File: src/rtl/sysirq_pkg.sv
package sysirq_pkg;

  localparam int WORD_W          = 32;
  localparam int FIELD_W         = 4;
  localparam int FIELDS_PER_WORD = WORD_W / FIELD_W;
  localparam int ADDR_W          = 6;

  typedef enum logic [2:0] {
    RG_STATUS,
    RG_MASK,
    RG_WAKE,
    RG_ROUTE,
    RG_NONE
  } region_e;

  // Upper address bit selects the routing words; bits [4:3] select the bank groups.
  function automatic region_e decode_region(input logic [ADDR_W-1:0] a);
    region_e r;
    if (a[5]) begin
      r = RG_ROUTE;
    end else begin
      unique case (a[4:3])
        2'd0:    r = RG_STATUS;
        2'd1:    r = RG_MASK;
        2'd2:    r = RG_WAKE;
        default: r = RG_NONE;
      endcase
    end
    return r;
  endfunction

  // Routing field of one slot inside a packed routing word.
  function automatic logic [FIELD_W-1:0] field_at(input logic [WORD_W-1:0] w,
                                                  input int unsigned slot);
    return w[slot*FIELD_W +: FIELD_W];
  endfunction

  // Reset routing word: each source n gets level n mod levels.
  function automatic logic [WORD_W-1:0] default_route(input int unsigned idx,
                                                      input int unsigned levels);
    logic [WORD_W-1:0] w;
    w = '0;
    for (int unsigned slot = 0; slot < FIELDS_PER_WORD; slot++) begin
      w[slot*FIELD_W +: FIELD_W] = FIELD_W'((idx*FIELDS_PER_WORD + slot) % levels);
    end
    return w;
  endfunction

endpackage

File: src/rtl/sysirq_regs.sv
module sysirq_regs
  import sysirq_pkg::*;
#(
  parameter int NUM_BANKS  = 3,
  parameter int NUM_LEVELS = 7
) (
  input  logic                                  clk,
  input  logic                                  rst_n,
  input  logic [NUM_BANKS*WORD_W-1:0]           irq_in,
  input  logic                                  bus_wr,
  input  logic [ADDR_W-1:0]                     bus_addr,
  input  logic [WORD_W-1:0]                     bus_wdata,
  output logic [WORD_W-1:0]                     bus_rdata,
  output logic [NUM_BANKS*WORD_W-1:0]           mask_flat,
  output logic [NUM_BANKS*WORD_W-1:0]           wake_flat,
  output logic [NUM_BANKS*WORD_W*FIELD_W-1:0]   asg_flat,
  output logic                                  status_wr
);

  localparam int NSRC = NUM_BANKS * WORD_W;
  localparam int NASG = NSRC / FIELDS_PER_WORD;

  region_e           rgn;
  logic [WORD_W-1:0] mask_q [NUM_BANKS];
  logic [WORD_W-1:0] wake_q [NUM_BANKS];
  logic [WORD_W-1:0] asg_q  [NASG];

  assign rgn       = decode_region(bus_addr);
  assign status_wr = bus_wr && (rgn == RG_STATUS);

  for (genvar b = 0; b < NUM_BANKS; b++) begin : g_bank
    always_ff @(posedge clk) begin
      if (!rst_n) begin
        mask_q[b] <= '0;
        wake_q[b] <= '0;
      end else if (bus_wr && (bus_addr[2:0] == 3'(b))) begin
        if (rgn == RG_MASK) mask_q[b] <= bus_wdata;
        if (rgn == RG_WAKE) wake_q[b] <= bus_wdata;
      end
    end
    assign mask_flat[b*WORD_W +: WORD_W] = mask_q[b];
    assign wake_flat[b*WORD_W +: WORD_W] = wake_q[b];
  end

  for (genvar k = 0; k < NASG; k++) begin : g_route
    always_ff @(posedge clk) begin
      if (!rst_n) begin
        asg_q[k] <= default_route(k, NUM_LEVELS);
      end else if (bus_wr && (rgn == RG_ROUTE) && (bus_addr[4:0] == 5'(k))) begin
        asg_q[k] <= bus_wdata;
      end
    end
    assign asg_flat[k*WORD_W +: WORD_W] = asg_q[k];
  end

  always_comb begin
    bus_rdata = '0;
    unique case (rgn)
      RG_STATUS: begin
        for (int b = 0; b < NUM_BANKS; b++) begin
          if (bus_addr[2:0] == 3'(b)) bus_rdata = irq_in[b*WORD_W +: WORD_W];
        end
      end
      RG_MASK: begin
        for (int b = 0; b < NUM_BANKS; b++) begin
          if (bus_addr[2:0] == 3'(b)) bus_rdata = mask_q[b];
        end
      end
      RG_WAKE: begin
        for (int b = 0; b < NUM_BANKS; b++) begin
          if (bus_addr[2:0] == 3'(b)) bus_rdata = wake_q[b];
        end
      end
      RG_ROUTE: begin
        for (int k = 0; k < NASG; k++) begin
          if (bus_addr[4:0] == 5'(k)) bus_rdata = asg_q[k];
        end
      end
      default: bus_rdata = '0;
    endcase
  end

endmodule

File: src/rtl/sysirq_route.sv
module sysirq_route
  import sysirq_pkg::*;
#(
  parameter int NSRC       = 96,
  parameter int NUM_LEVELS = 7
) (
  input  logic [NSRC-1:0]                   irq_in,
  input  logic [NSRC-1:0]                   mask_flat,
  input  logic [NSRC*FIELD_W-1:0]           asg_flat,
  output logic [NSRC-1:0]                   pend_vec,
  output logic [NUM_LEVELS-1:0][NSRC-1:0]   lvl_hits
);

  assign pend_vec = irq_in & mask_flat;

  for (genvar s = 0; s < NSRC; s++) begin : g_src
    logic [FIELD_W-1:0] fld;
    assign fld = field_at(asg_flat[(s/FIELDS_PER_WORD)*WORD_W +: WORD_W],
                          s % FIELDS_PER_WORD);
    for (genvar l = 0; l < NUM_LEVELS; l++) begin : g_lvl
      assign lvl_hits[l][s] = pend_vec[s] && (fld == FIELD_W'(l));
    end
  end

endmodule

File: src/rtl/sysirq_pick.sv
module sysirq_pick #(
  parameter int NSRC  = 96,
  parameter int SRC_W = $clog2(NSRC)
) (
  input  logic [NSRC-1:0]  vec,
  output logic             found,
  output logic [SRC_W-1:0] idx
);

  // Scan from the top so the lowest set bit is the last one written.
  always_comb begin
    idx = '0;
    for (int i = NSRC - 1; i >= 0; i--) begin
      if (vec[i]) idx = SRC_W'(i);
    end
  end

  assign found = |vec;

endmodule

File: src/rtl/sysirq_router.sv
module sysirq_router
  import sysirq_pkg::*;
#(
  parameter int NUM_BANKS  = 3,
  parameter int NUM_LEVELS = 7
) (
  input  logic                                                clk,
  input  logic                                                rst_n,
  input  logic [NUM_BANKS*WORD_W-1:0]                         irq_in,
  input  logic                                                bus_wr,
  input  logic [ADDR_W-1:0]                                   bus_addr,
  input  logic [WORD_W-1:0]                                   bus_wdata,
  output logic [WORD_W-1:0]                                   bus_rdata,
  output logic [NUM_LEVELS-1:0]                               lvl_req,
  output logic [NUM_LEVELS*$clog2(NUM_BANKS*WORD_W)-1:0]      lvl_src,
  output logic                                                wake_out
);

  localparam int NSRC  = NUM_BANKS * WORD_W;
  localparam int SRC_W = $clog2(NSRC);

  logic [NSRC-1:0]                 mask_flat;
  logic [NSRC-1:0]                 wake_flat;
  logic [NSRC*FIELD_W-1:0]         asg_flat;
  logic                            status_wr;
  logic [NSRC-1:0]                 pend_vec;
  logic [NUM_LEVELS-1:0][NSRC-1:0] lvl_hits;
  logic [NUM_LEVELS-1:0]           lvl_any;
  logic [SRC_W-1:0]                lvl_idx [NUM_LEVELS];
  logic                            wake_hit;

  sysirq_regs #(
    .NUM_BANKS  (NUM_BANKS),
    .NUM_LEVELS (NUM_LEVELS)
  ) u_regs (
    .clk       (clk),
    .rst_n     (rst_n),
    .irq_in    (irq_in),
    .bus_wr    (bus_wr),
    .bus_addr  (bus_addr),
    .bus_wdata (bus_wdata),
    .bus_rdata (bus_rdata),
    .mask_flat (mask_flat),
    .wake_flat (wake_flat),
    .asg_flat  (asg_flat),
    .status_wr (status_wr)
  );

  sysirq_route #(
    .NSRC       (NSRC),
    .NUM_LEVELS (NUM_LEVELS)
  ) u_route (
    .irq_in    (irq_in),
    .mask_flat (mask_flat),
    .asg_flat  (asg_flat),
    .pend_vec  (pend_vec),
    .lvl_hits  (lvl_hits)
  );

  for (genvar l = 0; l < NUM_LEVELS; l++) begin : g_pick
    sysirq_pick #(
      .NSRC  (NSRC),
      .SRC_W (SRC_W)
    ) u_pick (
      .vec   (lvl_hits[l]),
      .found (lvl_any[l]),
      .idx   (lvl_idx[l])
    );
  end

  assign wake_hit = |(irq_in & wake_flat);

  always_ff @(posedge clk) begin
    if (!rst_n) begin
      lvl_req  <= '0;
      lvl_src  <= '0;
      wake_out <= 1'b0;
    end else begin
      lvl_req  <= lvl_any;
      for (int l = 0; l < NUM_LEVELS; l++) begin
        lvl_src[l*SRC_W +: SRC_W] <= lvl_idx[l];
      end
      wake_out <= wake_hit;
    end
  end

endmodule

File: config.mk
export PLATFORM = sky130hd
export DESIGN_NAME = sysirq_router
export DESIGN_NICKNAME = d
export VERILOG_FILES = /design/src/rtl/sysirq_pkg.sv /design/src/rtl/sysirq_regs.sv /design/src/rtl/sysirq_route.sv /design/src/rtl/sysirq_pick.sv /design/src/rtl/sysirq_router.sv
export SDC_FILE = /design/constraint.sdc
export NUM_CORES = 2
export LEC_CHECK = 0
export ABC_AREA = 0
export BUFFER_PORTS_ARGS = -buffer_cell sky130_fd_sc_hd__buf_2
export CAP_MARGIN = 10
export CORE_ASPECT_RATIO = 1.1
export CORE_MARGIN = 2
export CORE_UTILIZATION = 35
export DETAILED_ROUTE_END_ITERATION = 12
export GPL_TIMING_DRIVEN = 0
export PLACE_DENSITY = 0.54
export SLEW_MARGIN = 20
export SYNTH_ARGS = -nofsm -noshare
export SYNTH_HDL_FRONTEND = slang
export SYNTH_SLANG_ARGS = --single-unit
export TNS_END_PERCENT = 5
File: constraint.sdc
create_clock -name clk -period 4.34 [get_ports clk]
set_clock_uncertainty 0.15 [all_clocks]
set_input_delay 0.217 -clock clk [delete_from_list [all_inputs] [get_ports clk]]
set_output_delay 0.217 -clock clk [all_outputs]
set_load 0.05 [all_outputs]
==> tab_implementation.tex <==
\begin{tabular}{lr}
\hline
Metric & Value \\
\hline
\multicolumn{2}{l}{\textbf{Run status}} \\
\quad Status & finished with violations \\
\quad Failing checks & negative setup slack \\
\multicolumn{2}{l}{\textbf{Flow run}} \\
\quad Max-cap viol count & 0 \\
\multicolumn{2}{l}{\textbf{Route}} \\
\quad Routed wire length & 345000 µm \\
\quad Total number of vias & 51600 \\
\quad DRC marker count from the first detailed-route iteration & 9692 \\
\quad Vias per inst & 7.19 \\
\quad First drt pass iteration count & 9 \\
\quad ANT nets after route & 0 \\
\quad DRC violations left & 0 \\
\quad Post-detailed-route wirelength per cell & 48.1 µm \\
\multicolumn{2}{l}{\textbf{Critical path}} \\
\quad Kind of cell adding the most delay to the critical path & buffers and inverters \\
\quad Data arrival time of the critical path & 4.36 ns \\
\quad Buffers and inverters on the worst path & 5 \\
\quad CP endpoint kind & output port \\
\quad Critical Setup Path Class & in2out \\
\quad Crit. path cell count & 12 \\
\quad Critical path startpoint category & input port \\
\quad Slowest-stage cell, CP & sky130\_fd\_sc\_hd\_\_buf\_2 \\
\quad Origin of the critical flop-to-flop path & u\_regs.asg\_q[2][78]\$\_SDFFCE\_PN1P\_ \\
\quad Worst reg2reg path depth & 8 \\
\quad Cell mode on critical path & sky130\_fd\_sc\_hd\_\_buf\_2 \\
\quad CP peak stage delay & 0.58 ns \\
\quad Required time of the worst setup path & 3.97 ns \\
\quad Slack of the worst reg-to-reg path & -0.16 ns \\
\quad Worst-path cell chain & buf\_2 -> nor2b\_1 -> buf\_2 -> nand2b\_1 -> nor2\_2 -> buf\_2 -> clkbuf\_2 -> a22oi\_1 -> nand2\_1 -> o221ai\_1 -> nand3\_1 -> buf\_2 \\
\quad Crit Reg-Reg Endpoint & lvl\_src[1]\$\_SDFF\_PP0\_ \\
\quad Critical Path Fanout Max & 10 \\
\multicolumn{2}{l}{\textbf{Die}} \\
\quad Floorplan die area & 129000 µm² \\
\quad Floorplan die height & 377 µm \\
\quad Die Span X & 343 µm \\
\quad Row cnt & 136 \\
\quad Area of the core region & 125000 µm² \\
\quad IO Count & 226 \\
\quad Starting density of the core & 35.3\% \\
\multicolumn{2}{l}{\textbf{Yosys}} \\
\quad Dominant synthesized flop cell & sky130\_fd\_sc\_hd\_\_edfxtp\_1 \\
\quad Synthesized instance count & 4961 \\
\quad Yosys warning total & 0 \\
\quad Share of flip-flops with an asynchronous set or reset after synthesis & 0\% \\
\quad Post-synth EDFFs & 576 \\
\quad Number of synthesized register bits & 633 \\
\quad Synth Cell Area & 44200 µm² \\
\quad Post-synth net total & 5098 \\
\quad Mean post-synth cell area & 8.90 µm² \\
\quad Post-synthesis sequential area ratio & 41.7\% \\
\quad Number of distinct library cells after synthesis & 97 \\
\multicolumn{2}{l}{\textbf{Clock network}} \\
\quad Cell at the root of the clock tree & sky130\_fd\_sc\_hd\_\_clkbuf\_16 \\
\quad Clock tree from TritonCTS & done \\
\quad Clock-pin slew reported for the worst setup and hold paths after clock tree synthesis & 0.05 ns \\
\quad Worst-Skew Late Latency & 0.77 ns \\
\quad Buffer count from post-CTS setup fixing & 0 \\
\quad Maximum buffer depth of the clock tree & 3 \\
\quad Num CTS Buffers & 77 \\
\quad Maximum level of the CTS H-tree & 3 \\
\quad Clock Sinks & 633 \\
\multicolumn{2}{l}{\textbf{Timing}} \\
\quad Number of pins exceeding their max-slew limit in the final report & 0 \\
\quad Tcrit/Tclk final & 109\% \\
\quad Pin slew with the least headroom to its limit & 1.33 ns \\
\quad Final hold violations & 0 \\
\quad Number of failing setup endpoints in the final timing report & 32 \\
\quad Time the worst path needs with I/O delays and setup & 4.73 ns \\
\quad Highest clock rate & 0.211 GHz \\
\quad RSZ-0062 raised after global routing & yes \\
\quad Worst relative slew slack & 10.8\% \\
\quad Final worst setup slack & -0.390 ns \\
\multicolumn{2}{l}{\textbf{Final layout}} \\
\quad Relative area change from synthesis to final layout & 18.7\% \\
\quad Fraction of layout cells with a size suffix above 1 & 12.9\% \\
\quad Layout fillers & 12800 \\
\quad Finished Core Util & 41.9\% \\
\quad Net count reported at finish & 5501 \\
\multicolumn{2}{l}{\textbf{Global routing}} \\
\quad Largest net degree at the start of global routing & 26 \\
\quad Number of global-route vias before repair & 45700 \\
\quad Global-route wire length before repair & 442000 µm \\
\quad Number of antenna violations at the first check in global routing & 69 \\
\quad Aggregate global-route resource usage & 52.8\% \\
\quad Gr ovfl total & 0 \\
\multicolumn{2}{l}{\textbf{Hold path}} \\
\quad Worst hold path cell count & 2 \\
\quad Min-delay worst type & in2reg \\
\quad Min-Delay Endpoint & u\_regs.wake\_q[1][31]\$\_SDFFCE\_PN0P\_ \\
\quad Origin of the worst min-delay path & bus\_wdata[31] \\
\multicolumn{2}{l}{\textbf{Place}} \\
\quad Placed wire-length estimate after detailed placement & 281000 µm \\
\quad Routability congestion estimate from global placement & 1.15 \\
\quad Port bufs & 221 \\
\multicolumn{2}{l}{\textbf{Power and ir drop}} \\
\quad Highest ir drop seen on vdd & 0.000293 V \\
\quad Power per standard cell area & 347 nW/µm² \\
\quad Post-layout total power & 0.0182 W \\
\quad Leakage power figure & 19.3 nW \\
\hline
\end{tabular}
==> power breakdown <==
part           total [W]  switching [W]  internal, W
Clock            0.00663        0.00307      0.00356
Combinational    0.00375        0.00282     0.000926
Sequential       0.00779       0.000762      0.00703
==> cell usage after synthesis (15+ instances only) <==
cell type | instances | share of area [%]
sky130_fd_sc_hd__nand2_1 | 603 | 5.1
sky130_fd_sc_hd__edfxtp_1 | 576 | 39
sky130_fd_sc_hd__and2_1 | 513 | 7.3
sky130_fd_sc_hd__nor2_1 | 423 | 3.6
sky130_fd_sc_hd__o21ai_0 | 244 | 2.8
sky130_fd_sc_hd__clkbuf_1 | 196 | 1.7
sky130_fd_sc_hd__nand3_1 | 187 | 2.1
sky130_fd_sc_hd__nor3_1 | 160 | 1.8
sky130_fd_sc_hd__or3_1 | 160 | 2.3
sky130_fd_sc_hd__a21oi_1 | 151 | 1.7
sky130_fd_sc_hd__a22oi_1 | 133 | 2.3
sky130_fd_sc_hd__nor2b_1 | 111 | 1.6
sky130_fd_sc_hd__nand2b_1 | 99 | 1.4
sky130_fd_sc_hd__nand3b_1 | 60 | 1.0
sky130_fd_sc_hd__nand4_1 | 60 | 0.85
sky130_fd_sc_hd__nand4b_1 | 60 | 1.2
sky130_fd_sc_hd__and3_1 | 59 | 0.84
sky130_fd_sc_hd__nor3b_1 | 59 | 1.0
sky130_fd_sc_hd__nor4bb_1 | 59 | 1.3
sky130_fd_sc_hd__a22o_1 | 57 | 1.1
sky130_fd_sc_hd__dfxtp_1 | 57 | 2.6
sky130_fd_sc_hd__a31oi_1 | 56 | 0.79
sky130_fd_sc_hd__o22ai_1 | 53 | 0.75
sky130_fd_sc_hd__a221oi_1 | 46 | 0.91
sky130_fd_sc_hd__inv_1 | 46 | 0.39
sky130_fd_sc_hd__and4b_1 | 43 | 0.97
sky130_fd_sc_hd__a222oi_1 | 40 | 0.91
sky130_fd_sc_hd__or2_2 | 40 | 0.57
sky130_fd_sc_hd__mux2i_1 | 38 | 0.86
sky130_fd_sc_hd__and3b_1 | 35 | 0.69
sky130_fd_sc_hd__a211oi_1 | 32 | 0.54
sky130_fd_sc_hd__o211ai_1 | 30 | 0.51
sky130_fd_sc_hd__nor4_1 | 29 | 0.41
sky130_fd_sc_hd__o221ai_1 | 27 | 0.54
sky130_fd_sc_hd__nand4bb_1 | 26 | 0.66
sky130_fd_sc_hd__a2111oi_0 | 25 | 0.50
sky130_fd_sc_hd__or3b_2 | 24 | 0.48
sky130_fd_sc_hd__a32oi_1 | 21 | 0.42
sky130_fd_sc_hd__o2111ai_1 | 21 | 0.42
sky130_fd_sc_hd__o31ai_1 | 20 | 0.34
sky130_fd_sc_hd__a21boi_0 | 18 | 0.31
sky130_fd_sc_hd__o21bai_1 | 18 | 0.31
sky130_fd_sc_hd__buf_2 | 15 | 0.17
sky130_fd_sc_hd__mux2_2 | 15 | 0.38
==> per-stage QoR <==
stage | TNS [ns] | cells | area [µm²] | hold slack (ns) | worst slack [ns]
finish | -5.48 | 7171 | 52400 | 0.0877 | -0.390
CTS | -0.0964 | 7070 | 51900 | 0.0423 | -0.0831
global placement | -1340.94 | 6838 | 47400 | 0.536 | -3.08
global route | -1.31 | 7090 | 52200 | 0.0783 | -0.292
floorplan | 0 | 4961 | 44200 | 0.246 | 0.0673
detailed placement | -15.13 | 6899 | 48900 | 0.535 | -0.872
==> worst max path at each step <==
stage	to	startpoint	slack [ns]
floorplan	u_regs.asg_q[2][64]$_SDFFCE_PN1P_	bus_addr[1]	0.07
global placement	u_regs.wake_q[2][7]$_SDFFCE_PN0P_	bus_addr[4]	-3.08
detailed placement	bus_rdata[31]	bus_addr[1]	-0.87
CTS	bus_rdata[31]	bus_addr[2]	-0.08
global route	bus_rdata[17]	bus_addr[2]	-0.29
finish	bus_rdata[0]	bus_addr[0]	-0.39
==> per-layer routing <==
| metal | vias up | wire length (µm) | track usage, % |
|---|---|---|---|
| li1 | 19900 | - | - |
| met1 | 25500 | 122000 | 61.4 |
| met2 | 4779 | 137000 | 71.6 |
| met3 | 1357 | 48400 | 26.0 |
| met4 | 28 | 37300 | 45.4 |
| met5 | - | 343 | 0.530 |
==> layout by cell type, fill, tap and decap left out, drive strengths merged, types with 93 or more instances in the layout <==
| master | Yosys | layout |
|---|---|---|
| a21oi | 151 | 151 |
| a22oi | 134 | 134 |
| and2 | 513 | 513 |
| buf | 28 | 315 |
| clkbuf | 196 | 292 |
| diode | 0 | 93 |
| edfxtp | 576 | 576 |
| nand2 | 603 | 603 |
| nand2b | 100 | 100 |
| nand3 | 188 | 188 |
| nor2 | 423 | 423 |
| nor2b | 111 | 111 |
| nor3 | 161 | 161 |
| o21ai | 247 | 247 |
| or3 | 160 | 160 |
==> area by class of cell <==
| cell class | instances | area (µm²) | area share [%] |
|---|---|---|---|
| plain buffers | 224 | 937 | 1.79 |
| repair buffers | 324 | 2470 | 4.72 |
| inverters | 47 | 180 | 0.344 |
| multi-input cells | 4057 | 25600 | 48.9 |
| diodes | 93 | 233 | 0.444 |
| clock buffers | 93 | 1990 | 3.79 |
| clock inverters | 44 | 480 | 0.916 |
| well taps | 1656 | 2070 | 3.95 |
| flip-flops and latches | 633 | 18400 | 35.2 |
==> sequential cells by signal, summed over array words and instances (netlist names) <==
| name | cells |
|---|---|
| lvl_req | 7 |
| u_regs.wake_q | 96 |
| u_regs.mask_q | 96 |
| wake_out | 1 |
| u_regs.asg_q | 384 |
| lvl_src | 49 |
==> kinds of logic (layout without fill, tap and decap cells) <==
kind of cell | count (synthesis) | count (layout) | share of synthesized area, %
other | 0 | 93 | 0
buffers and inverters | 271 | 732 | 2.37
multiplexers | 56 | 56 | 1.40
AND/OR/NAND/NOR | 2862 | 2862 | 36.3
flip-flops | 633 | 633 | 41.7
AO/OA/AOI/OAI | 1139 | 1139 | 18.1
==> what timing repair did <==
item	in CTS	in global routing
hold buffers	34	0
setup endpoints to repair	33	32
hold endpoints to repair	247	0
gates resized for setup	36	38
pin swaps	0	3
gates cloned	0	0
No activity file was read; power rests on OpenSTA's default activity.
